<file path="src/rtl/wtt_pkg.sv">
package wtt_pkg;

    localparam int DATA_W      = 8;
    localparam int RATE_W      = 16;
    localparam int RATE_BYTES  = RATE_W / DATA_W;
    localparam int CNT_W       = RATE_W + 1;
    localparam int ADDR_W      = 2;
    localparam int SYNC_STAGES = 2;
    localparam int GATE_EDGES  = 3;
    localparam int GATE_W      = $clog2(GATE_EDGES + 1);

    localparam logic [ADDR_W-1:0] ADDR_CTRL = ADDR_W'(RATE_BYTES);

    localparam int BIT_RUN  = 0;
    localparam int BIT_SRC  = 1;
    localparam int BIT_IE   = 2;
    localparam int BIT_FLAG = 7;

    typedef enum logic {
        SRC_SLOW = 1'b0,
        SRC_BUS  = 1'b1
    } src_e;

    typedef struct packed {
        logic flag;
        logic irq_en;
        src_e src;
        logic run;
    } ctl_t;

    function automatic logic [DATA_W-1:0] ctl_to_byte(ctl_t c);
        logic [DATA_W-1:0] b;
        b           = '0;
        b[BIT_RUN]  = c.run;
        b[BIT_SRC]  = logic'(c.src);
        b[BIT_IE]   = c.irq_en;
        b[BIT_FLAG] = c.flag;
        return b;
    endfunction

    // Last count value of an interval; the interval spans 2*(rate+1) ticks.
    function automatic logic [CNT_W-1:0] terminal_count(logic [RATE_W-1:0] r);
        return {r, 1'b1};
    endfunction

endpackage

</file>
<file path="src/rtl/wtt_regs.sv">
module wtt_regs
    import wtt_pkg::*;
(
    input  logic              clk,
    input  logic              rst,
    input  logic              wr,
    input  logic [ADDR_W-1:0] addr,
    input  logic [DATA_W-1:0] wdata,
    input  logic              timeout,
    output logic [DATA_W-1:0] rdata,
    output logic [RATE_W-1:0] rate,
    output ctl_t              ctl
);

    logic wr_ctl;
    assign wr_ctl = wr && (addr == ADDR_CTRL);

    // Rate bytes: the most significant byte sits at the lowest address.
    for (genvar gb = 0; gb < RATE_BYTES; gb++) begin : g_byte
        localparam logic [ADDR_W-1:0] BADDR = ADDR_W'(RATE_BYTES - 1 - gb);
        logic [DATA_W-1:0] q;

        always_ff @(posedge clk) begin
            if (rst) begin
                q <= '0;
            end else if (wr && (addr == BADDR) && !ctl.run) begin
                q <= wdata;
            end
        end

        assign rate[gb*DATA_W +: DATA_W] = q;
    end

    always_ff @(posedge clk) begin
        if (rst) begin
            ctl <= '0;
        end else begin
            if (wr_ctl) begin
                ctl.run    <= wdata[BIT_RUN];
                ctl.src    <= src_e'(wdata[BIT_SRC]);
                ctl.irq_en <= wdata[BIT_IE];
            end
            if (timeout) begin
                ctl.flag <= 1'b1;
            end else if (wr_ctl && wdata[BIT_FLAG]) begin
                ctl.flag <= 1'b0;
            end
        end
    end

    always_comb begin
        rdata = '0;
        if (addr == ADDR_CTRL) begin
            rdata = ctl_to_byte(ctl);
        end else if (int'(addr) < RATE_BYTES) begin
            rdata = rate[(RATE_BYTES - 1 - int'(addr))*DATA_W +: DATA_W];
        end
    end

endmodule

</file>
<file path="src/rtl/wtt_tick_gen.sv">
module wtt_tick_gen
    import wtt_pkg::*;
(
    input  logic clk,
    input  logic rst,
    input  logic slow_clk,
    input  logic run,
    input  src_e src,
    output logic tick
);

    logic                   slow_on;
    logic [SYNC_STAGES:0]   sync_q;
    logic [GATE_W-1:0]      gate_cnt;
    logic                   slow_rise;
    logic                   gate_open;

    assign slow_on = run && (src == SRC_SLOW);

    // The synchronizer is held cleared while the slow path is idle (gated off).
    always_ff @(posedge clk) begin
        if (rst || !slow_on) begin
            sync_q <= '0;
        end else begin
            sync_q <= {sync_q[SYNC_STAGES-1:0], slow_clk};
        end
    end

    assign slow_rise = sync_q[SYNC_STAGES-1] && !sync_q[SYNC_STAGES];
    assign gate_open = (gate_cnt == GATE_W'(GATE_EDGES));

    // Gate release: the first GATE_EDGES synchronized edges after start are dropped.
    always_ff @(posedge clk) begin
        if (rst || !slow_on) begin
            gate_cnt <= '0;
        end else if (slow_rise && !gate_open) begin
            gate_cnt <= gate_cnt + GATE_W'(1);
        end
    end

    always_comb begin
        if (!run) begin
            tick = 1'b0;
        end else if (src == SRC_BUS) begin
            tick = 1'b1;
        end else begin
            tick = slow_rise && gate_open;
        end
    end

endmodule

</file>
<file path="src/rtl/wtt_counter.sv">
module wtt_counter
    import wtt_pkg::*;
(
    input  logic              clk,
    input  logic              rst,
    input  logic              run,
    input  logic              tick,
    input  logic [RATE_W-1:0] rate,
    output logic [CNT_W-1:0]  count,
    output logic              timeout
);

    logic [CNT_W-1:0] limit;

    assign limit   = terminal_count(rate);
    assign timeout = tick && (count == limit);

    always_ff @(posedge clk) begin
        if (rst || !run) begin
            count <= '0;
        end else if (tick) begin
            count <= timeout ? '0 : count + CNT_W'(1);
        end
    end

endmodule

</file>
<file path="src/rtl/wake_tick_timer.sv">
module wake_tick_timer
    import wtt_pkg::*;
(
    input  logic              clk,
    input  logic              rst,
    input  logic              slow_clk,
    input  logic              reg_wr,
    input  logic [ADDR_W-1:0] reg_addr,
    input  logic [DATA_W-1:0] reg_wdata,
    output logic [DATA_W-1:0] reg_rdata,
    output logic              irq
);

    logic [RATE_W-1:0] rate;
    ctl_t              ctl;
    logic              tick;
    logic              timeout;
    logic [CNT_W-1:0]  count;
    logic              run_en;
    logic              irq_en;
    logic              flag;

    wtt_regs u_regs (
        .clk     (clk),
        .rst     (rst),
        .wr      (reg_wr),
        .addr    (reg_addr),
        .wdata   (reg_wdata),
        .timeout (timeout),
        .rdata   (reg_rdata),
        .rate    (rate),
        .ctl     (ctl)
    );

    wtt_tick_gen u_tick (
        .clk      (clk),
        .rst      (rst),
        .slow_clk (slow_clk),
        .run      (ctl.run),
        .src      (ctl.src),
        .tick     (tick)
    );

    wtt_counter u_cnt (
        .clk     (clk),
        .rst     (rst),
        .run     (ctl.run),
        .tick    (tick),
        .rate    (rate),
        .count   (count),
        .timeout (timeout)
    );

    assign run_en = ctl.run;
    assign irq_en = ctl.irq_en;
    assign flag   = ctl.flag;
    assign irq    = flag && irq_en;

endmodule

</file>
<file path="config.mk">
export PLATFORM = sky130hd
export DESIGN_NAME = wake_tick_timer
export DESIGN_NICKNAME = d
export VERILOG_FILES = /design/src/rtl/wtt_pkg.sv /design/src/rtl/wtt_regs.sv /design/src/rtl/wtt_tick_gen.sv /design/src/rtl/wtt_counter.sv /design/src/rtl/wake_tick_timer.sv
export SDC_FILE = /design/constraint.sdc
export NUM_CORES = 1
export LEC_CHECK = 0
export ABC_AREA = 1
export ABC_CLOCK_PERIOD_IN_PS = 2400
export BUFFER_PORTS_ARGS = -buffer_cell sky130_fd_sc_hd__buf_2
export CORE_ASPECT_RATIO = 1.1
export CORE_MARGIN = 3
export CORE_UTILIZATION = 48
export CTS_BUF_LIST = sky130_fd_sc_hd__clkbuf_2
export DETAILED_ROUTE_END_ITERATION = 10
export GPL_TIMING_DRIVEN = 0
export PLACE_DENSITY = 0.75
export SYNTH_ARGS = -nofsm -noshare
export SYNTH_HDL_FRONTEND = slang
export SYNTH_SLANG_ARGS = --single-unit
</file>
<file path="constraint.sdc">
create_clock -name clk -period 2.4 [get_ports clk]
set_input_delay 0.36 -clock clk [delete_from_list [all_inputs] [get_ports clk]]
set_output_delay 0.36 -clock clk [all_outputs]
set_load 0.005 [all_outputs]
</file>
# Word level (Yosys, flattened, before mapping)
# Cells that the tools add are included.
# op_classes
addsub	3
magnitude_cmp	1
n_reduce_logical	20
eq_ne	4
mux	7
bitwise	1
shifts	1
# op_table
operator	n
16-bit by 32-bit indexed part select with 8-bit output	1
17-bit by 1-bit adder with 17-bit output (second input constant)	1
17-bit == test	1
17-bit 2-to-1 mux	1
8-bit 2-to-1 mux	2
1-bit logical AND	12
2-bit == test (second input constant)	2
1-bit logical NOT	4
1-bit 2-to-1 mux	4
1-bit by 2-bit subtractor with 3-bit output (first input constant)	1
2-bit by 1-bit adder with 2-bit output (second input constant)	1
2-bit by 1-bit == test with 1-bit output (second input constant)	1
2-bit logical NOT	1
1-bit logical OR	2
2-bit less-than comparator (second input constant)	1
2-bit nonzero test	1
1-bit NOT	1
# word_totals
regBits	42
inputBits	14
output_inout_bits	9
wordCells	46

# Longest topological paths before layout
# Gate-level depths: netlist of the first run.
# depth
word_depth	7
ltp_mapped	10
depth_no_buf	10

# Hierarchy
# From an unflattened synthesis of the first run, not the netlist that was laid out.
# hier_totals
hier_cells	398
hier_area_um2	2436.1
# by_module_without_submodules
module	area_each_um2	cells_each	instances	seq_area_each_um2
wtt_counter	1263.7	222	1	340.3
wtt_regs	942.2	142	1	400.4
wtt_tick_gen	222.7	32	1	100.1
wake_tick_timer	7.5	2	1	0.0

# Least setup slack after synthesis of the first run
# OpenSTA, ideal clock, no wires.
# synth_timing
path_kind	register to register
start	register u_tick.gate_cnt[0]
end	register u_cnt.count[15]
path_stages_with_launch	10
arrival_ns	1.304
slack_ns	0.984
n_path_buf	1
setup_time_ns	0.112
required_ns	2.288
synth_period_minus_slack_ns	1.416
path_cell_list	dfxtp_1 > ha_1 > nand3_1 > nand2_1 > nand2_4 > nor2_1 > nand3_2 > nand2_4 > buf_6 > nor2_1
# synth_via
elab_chain_len	6
# synth_rtl
item	line_no	source
from (decl)	wtt_tick_gen.sv:14	logic [GATE_W-1:0] gate_cnt;
from (signal assigned)	wtt_tick_gen.sv:37	gate_cnt <= gate_cnt + GATE_W'(1);
2-bit == test (*)	wtt_tick_gen.sv:30	assign gate_open = (gate_cnt == GATE_W'(GATE_EDGES));
1-bit logical AND (*)	wtt_tick_gen.sv:47	tick = slow_rise && gate_open;
1-bit 2-to-1 mux (*)	wtt_tick_gen.sv:44	end else if (src == SRC_BUS) begin
1-bit 2-to-1 mux (*)	wtt_tick_gen.sv:42	if (!run) begin
1-bit logical AND	wtt_counter.sv:16	assign timeout = tick && (count == limit);
17-bit 2-to-1 mux	wtt_counter.sv:22	count <= timeout ? '0 : count + CNT_W'(1);
to (signal assigned)	wtt_counter.sv:22	
to (decl)	wtt_counter.sv:9	output logic [CNT_W-1:0] count,
# Mark *: on every way between the ends. The rest lies on a longest branch, timed or not.
# A chain may end at the register's enable or synchronous reset.

# Worst setup path after layout of the first run
# layout_timing
start	register u_tick.gate_cnt[0]
end	register u_cnt.count[2]
# Same word-level chain as after synthesis.

==> results_dict.tcl, run 1 <==
set metrics [dict create \
    tightestPinTransition_ps 457 \
    drive_gt1_share_pct 13.4 \
    worstSetupEndpointType "register" \
    reg2reg_setup_slack_ps 710 \
    hold_buffers 0 \
    place_inst 398 \
    upper_clock_frequency_limit_mhz 592 \
    p_leak_nw 1.01 \
    placeable_core_region_um2 4350 \
    layout.cells.most_common_list "82 x nand2_1, 55 x nor2_1, 49 x inv_1" \
    worst_r2r_path_depth 9 \
    grt_antenna_before_repair 0 \
    crit_path_start_kind "register" \
    fin_ws_ps 710 \
    hp-class "primary input to register" \
    synth_top_cell_by_area "dfxtp_1" \
    synthDistinctLibCells 28 \
    critical_path.startpoint "u_tick.gate_cnt[0]" \
    rows 25 \
    ctsHtreeMaxLevel 2 \
    power.density_cell_area_nw_per_um2 507 \
    drt_first_pass_iters 4 \
    worstPathArrival_ps 2000 \
    worst-endpoint-required_ps 2710 \
    grt_max_degree 13 \
    syn2layout_area_growth_pct 10.8 \
    maxCapViolCount 0 \
    grt-ovfl-total 0 \
    hold_violations 0 \
    synth_largest_type_area_fraction_pct 38.4 \
    crit_path_top_delay_cell "dfxtp_1" \
    finish.net_count 367 \
    count_of_flip_flops_with_a_built_in_enable_after_synthesis 0 \
    insertedDiodeCount 0 \
    timing.final.crit_period_ps 1690 \
    critical_path.cell_chain "ha_1 -> nand3_1 -> nand2_1 -> nand2_4 -> nor2_1 -> nand3_2 -> nand2_4 -> buf_6 -> nor2_1" \
    detailed_place_hpwl_um 3710 \
    layout.cells.most_common "nand2_1" \
    netlist_area_um2 2190 \
    cts-root-buf "clkbuf_2" \
    synth_top_cells_by_area "dfxtp_1 38%, nand2_1 14%, nor2_1 9.4%" \
    floorplan.initialDensity_pct 50.3 \
    ys.warnings.count 0 \
    cts_inserted_buffers 5 \
    finalClockSkew_ps 11.1 \
    critical_path.max_stage_delay_ps 400 \
    async_reset_ff_share_pct 0 \
    routed_wirelength_um 4740 \
    clk_latency_ps 390 \
    slew_headroom_pct 69.6 \
    io_pins 23 \
    fp.dieArea_um2 5400 \
    postCtsSetupRepairBufs 0 \
    first_global_vias 1802 \
    synth_sequential_area_ratio_pct 38.4 \
    postSynthRegisterBits 42 \
    detail-route-antenna-nets 0 \
    setup-tns-final_ps 0 \
    dp_worst_setup_slack_ps 718 \
    r2r-end "u_cnt.count[2]" \
    cts_resized 0 \
    io_buffers 22 \
    critPathMaxFanout 10 \
    wl_met2_um 2150 \
    cts_sinks 42 \
    clockBufferDepth 2 \
    rr_startpoint "u_tick.gate_cnt[0]" \
    maxSlewViolCount 0 \
    die-height_um 76.8 \
    post-route-drc-count 0 \
    fill_cell_count 415 \
    netlist_instances 322 \
    grt_pass1_wl_um 8260 \
    grt_util_all_layers_pct 18.7 \
    multiInputGateArea_um2 1120 \
    topRoutingLayerUsed "met4" \
    critPathCapture "u_cnt.count[2]" \
    drt_first_iter_violations 84 \
    grt_setup_unrepaired "no" \
    layout.area.seq_um2 841 \
    mappedNetlistNets 338 \
    vias_per_std_cell 4.91 \
    report.power.total_w 0.00123 \
    wl_met3_um 229 \
    yosys_most_used_dff "dfxtp_1" \
    number_of_cells_in_the_finished_layout_apart_from_fillers 405 \
    criticalPathCategory "register to register" \
    clock_tree_from_tritoncts "done" \
    status "completed" \
    power.ir.vdd_worst_mv 0.325 \
    avgRoutedWirePerCell_um 11.7 \
    min_period_over_period_pct 70.4 \
    syn_avg_cell_area_um2 6.79 \
    wl_met1_um 2320 \
    finalSetupViolCount 0 \
    via_count 1987 \
    place.gp.congestion 0.891 \
    cts.reportedPaths.clkPinSlew_ps 200 \
    die_outline_width_um 70.4 \
]
-- routing by layer --
metal	GRT usage, %	vias to the layer above
met1	24.9	866
met4	6.51	0
met5	0	-
li1	-	1067
met2	29.3	50
met3	4.46	4
-- cell families (layout without fill, tap and decap cells) --
family / count (synthesis) / count (layout) / share of synthesized area [%]
and+or+nand+nor: 175 / 175 / 34.8
buffers and inverters: 56 / 85 / 10.2
adders and majority gates: 2 / 2 / 1.14
xor gates and xnor gates: 11 / 11 / 4.41
AOI/OAI and AO/OA: 36 / 36 / 11.0
DFF: 42 / 42 / 38.4
-- sequential cells by signal (all words and copies together), names as in the netlist --
signal	flops
u_tick.gate_cnt	2
u_regs.g_byte.q	16
u_cnt.count	17
u_tick.sync_q	3
u_regs.ctl	4
-- power breakdown --
| group | internal (W) | switching [W] |
|---|---|---|
| clock network | 0.000168 | 0.000225 |
| registers | 0.000715 | 0.0000102 |
| logic | 0.0000417 | 0.0000700 |
-- synth_stat cells (3+ instances only) --
| library cell | number |
|---|---|
| a211oi_1 | 16 |
| o22ai_1 | 3 |
| nand2_2 | 3 |
| nand4_1 | 3 |
| nor2_2 | 4 |
| nor2_4 | 4 |
| a21oi_1 | 7 |
| dfxtp_1 | 42 |
| xor2_1 | 8 |
| xnor2_1 | 3 |
| nand2_1 | 82 |
| o221ai_1 | 3 |
| o21ai_0 | 5 |
| nor2_1 | 55 |
| inv_1 | 49 |
| nor3_1 | 5 |
| nand3_1 | 15 |
-- worst max-delay path: cells and delay by family (launching register included) --
family / cells / cell delay (ps)
AND/OR/NAND/NOR: 7 / 870
flip-flops: 1 / 400
adder cells (fa/ha/maj): 1 / 170
buffers and inverters: 1 / 160
-- layout make-up --
type | count | area share, %
clock inverter | 2 | 1.39
timing repair buffer | 22 | 4.54
multi-input combinational | 224 | 46.4
inverter | 51 | 7.90
buffer | 5 | 1.29
clock buffer | 5 | 1.03
sequential | 42 | 34.7
tap | 54 | 2.79
-- through the flow --
stage                     utilization [%]  hold WS (ps)  instance area [um^2]
after global routing                 55.7           101                  2420
after detailed placement             54.4           404                  2360
after global placement               54.4           396                  2360
final                                55.7           146                  2420
after CTS                            55.7           120                  2420
after floorplan                         -           394                  2190
-- worst min path at each step --
| stage | startpoint | to | slack, ps | cells after the start |
|---|---|---|---|---|
| floorplan | u_tick.sync_q[0] | u_tick.sync_q[1] | 390 | 2 |
| CTS | slow_clk | u_tick.sync_q[0] | 120 | 3 |
| global placement | u_tick.sync_q[0] | u_tick.sync_q[1] | 400 | 2 |
| detailed placement | u_tick.sync_q[0] | u_tick.sync_q[1] | 400 | 2 |
| finish | slow_clk | u_tick.sync_q[0] | 150 | 3 |
| global route | slow_clk | u_tick.sync_q[0] | 100 | 3 |
Note: power is estimated with default switching activity, not from simulation.
==> run 2: changes to the inputs <==
ABC_CLOCK_PERIOD_IN_PS = 1400   (was 2400)
PLACE_DENSITY = 0.78   (was 0.75)
clock period = 1.4 ns   (was 2.4 ns; I/O delays follow)
==> results_dict.tcl, run 2 (synthesized netlist as in run 1, its figures left out) <==
set metrics [dict create \
    clkPwrFrac_pct 26.2 \
    drt_first_iter_violations 101 \
    via_count 2175 \
    drive_gt1_share_pct 34.2 \
    worst-endpoint-required_ps 1770 \
    power.ir.vdd_worst_mv 0.553 \
    cts.reportedPaths.clkPinSlew_ps 230 \
    hold_violations 0 \
    top_register "u_cnt.count" \
    place.gp.congestion 0.933 \
    internal-power_w 0.00144 \
    min_period_over_period_pct 104 \
    reg2reg_setup_slack_ps -60 \
    ctsHtreeMaxLevel 2 \
    failed_checks "setup timing" \
    p_sw_w 0.000577 \
    finalSetupViolCount 14 \
    switching_share_pct 28.6 \
    place_inst 398 \
    finalClockSkew_ps 13.9 \
    grt_util_all_layers_pct 20.6 \
    power_frac_comb_pct 11.9 \
    multiInputGateArea_um2 1280 \
    grt_antenna_before_repair 0 \
    setup-tns-final_ps -429 \
    crit_path_top_delay_cell "dfxtp_2" \
    status "finished with violations" \
    maxCapViolCount 0 \
    power.density_cell_area_nw_per_um2 727 \
    avgRoutedWirePerCell_um 12.9 \
    timing.final.crit_period_ps 1460 \
    detail-route-antenna-nets 0 \
    layout.cells.most_common "nand2_1" \
    detailed_place_hpwl_um 3740 \
    io_buffers 22 \
    clockBufferDepth 2 \
    hp-class "primary input to register" \
    grt_setup_unrepaired "yes" \
    die_outline_width_um 70.4 \
    insertedDiodeCount 0 \
    rows 25 \
    cts-root-buf "clkbuf_2" \
    cts_sinks 42 \
    number_of_cells_in_the_finished_layout_apart_from_fillers 422 \
    critical_path.cell_chain "ha_4 -> nand3_4 -> nand2_2 -> nand2_4 -> buf_12 -> nor2_4 -> nand2_2 -> xor2_2 -> nor2_2" \
    floorplan.initialDensity_pct 50.3 \
    p_leak_nw 1.14 \
    post-route-drc-count 0 \
    grt-ovfl-total 0 \
    syn2layout_area_growth_pct 26.6 \
    critPathMostFrequentCell "nand2_2" \
    timing.hold.worst.start "reg_wdata[4]" \
    top_regs "u_cnt.count x17, u_regs.g_byte.q x16, u_regs.ctl x4" \
    critical_path.max_stage_delay_ps 410 \
    critical_path.startpoint "u_tick.gate_cnt[1]" \
    clock_tree_from_tritoncts "done" \
    routed_wirelength_um 5450 \
    first_global_vias 2026 \
    vias_per_std_cell 5.15 \
    drt_first_pass_iters 4 \
    slew_headroom_pct 68.2 \
    fin_ws_ps -60.0 \
    maxSlewViolCount 0 \
    grt_max_degree 14 \
    critPathMaxFanout 6 \
    die-height_um 76.8 \
    layout.cells.most_common_list "78 x nand2_1, 46 x nor2_1, 39 x inv_1" \
    criticalPathCategory "register to register" \
    fp.dieArea_um2 5400 \
    placeable_core_region_um2 4350 \
    cts_inserted_buffers 5 \
    layout.area.seq_um2 877 \
    rr_startpoint "u_tick.gate_cnt[1]" \
    tightestPinTransition_ps 477 \
    largest_register_ffs 17 \
    grt_pass1_wl_um 9090 \
    seq_power_share_pct 61.9 \
    worstPathArrival_ps 1830 \
    worstSetupEndpointType "register" \
    upper_clock_frequency_limit_mhz 685 \
    io_pins 23 \
    clk_latency_ps 420 \
    fill_cell_count 397 \
    finish.net_count 383 \
    crit_path_start_kind "register" \
]
-- run 2: cell types whose count changed in the layout (fill, tap and decap cells not counted), moves of 4 or more --
cell,previous run,this run
buf_4,1,10
dfxtp_1,42,15
dfxtp_2,0,26
inv_1,49,39
inv_2,2,12
nand2_1,82,78
nand2_2,3,7
nor2_1,55,46
nor2_2,4,10
-- run 2: timing repair --
action	CTS	global route
cloned	0	1
buffers inserted	8	5
pin swaps	10	23
endpoints found under the hold margin	1	1
setup endpoints to repair	21	27
gates resized for setup	28	48
hold buffers	1	1
-- run 2: layout make-up --
| type | count | area share [%] |
|---|---|---|
| timing repair buffer | 38 | 9.99 |
| sequential | 42 | 31.7 |
| clock buffer | 5 | 0.904 |
| inverter | 51 | 6.91 |
| clock inverter | 3 | 0.587 |
| tap | 54 | 2.44 |
| buffer | 5 | 1.27 |
| multi-input combinational | 224 | 46.2 |
-- run 2: final timing paths --
check                           to  depth (start not counted)
max                u_cnt.count[14]                          9
min          u_regs.g_byte[0].q[4]                          3
max reg2reg        u_cnt.count[14]                          9
min reg2reg       u_tick.sync_q[1]                          2
-- run 2: through the flow --
stage                     total power, W  hold slack [ps]  cell area [um^2]  setup slack (ps)  util (%)
after CTS                        0.00198             21.1              2580             -88.8      59.3
after detailed placement         0.00146              415              2370              -269      54.4
final                            0.00201             28.4              2770             -60.0      63.7
after global routing             0.00210             29.7              2770              -167      63.7
after floorplan                  0.00139              322              2190              13.9         -
after global placement           0.00145              396              2370              -232      54.4
-- run 2: critical path: cells and delay by family, from the launching register on --
family	cells	cell delay [ps]
DFF	1	410
xor gates and xnor gates	1	150
buffers and inverters	1	150
adders and majority gates	1	150
and+or+nand+nor	6	560
-- run 2: per-layer routing --
| layer | part of all wire, % | vias to the layer above | routed length (um) | GRT usage [%] |
|---|---|---|---|---|
| met5 | 0 | - | 0 | 0 |
| met4 | 1.9 | 0 | 105 | 5.75 |
| met3 | 5.3 | 13 | 286 | 4.59 |
| met2 | 48 | 62 | 2620 | 35.3 |
| met1 | 45 | 996 | 2430 | 25.8 |
| li1 | - | 1104 | - | - |
-- run 2: power by group through the flow --
stage | Clock, W | Combinational [W] | Sequential (W)
final | 0.000528 | 0.000239 | 0.00125
after global routing | 0.000585 | 0.000265 | 0.00125
after CTS | 0.000528 | 0.000208 | 0.00124
after detailed placement | 0 | 0.000192 | 0.00127
after global placement | 0 | 0.000188 | 0.00127
after floorplan | 0 | 0.000126 | 0.00126
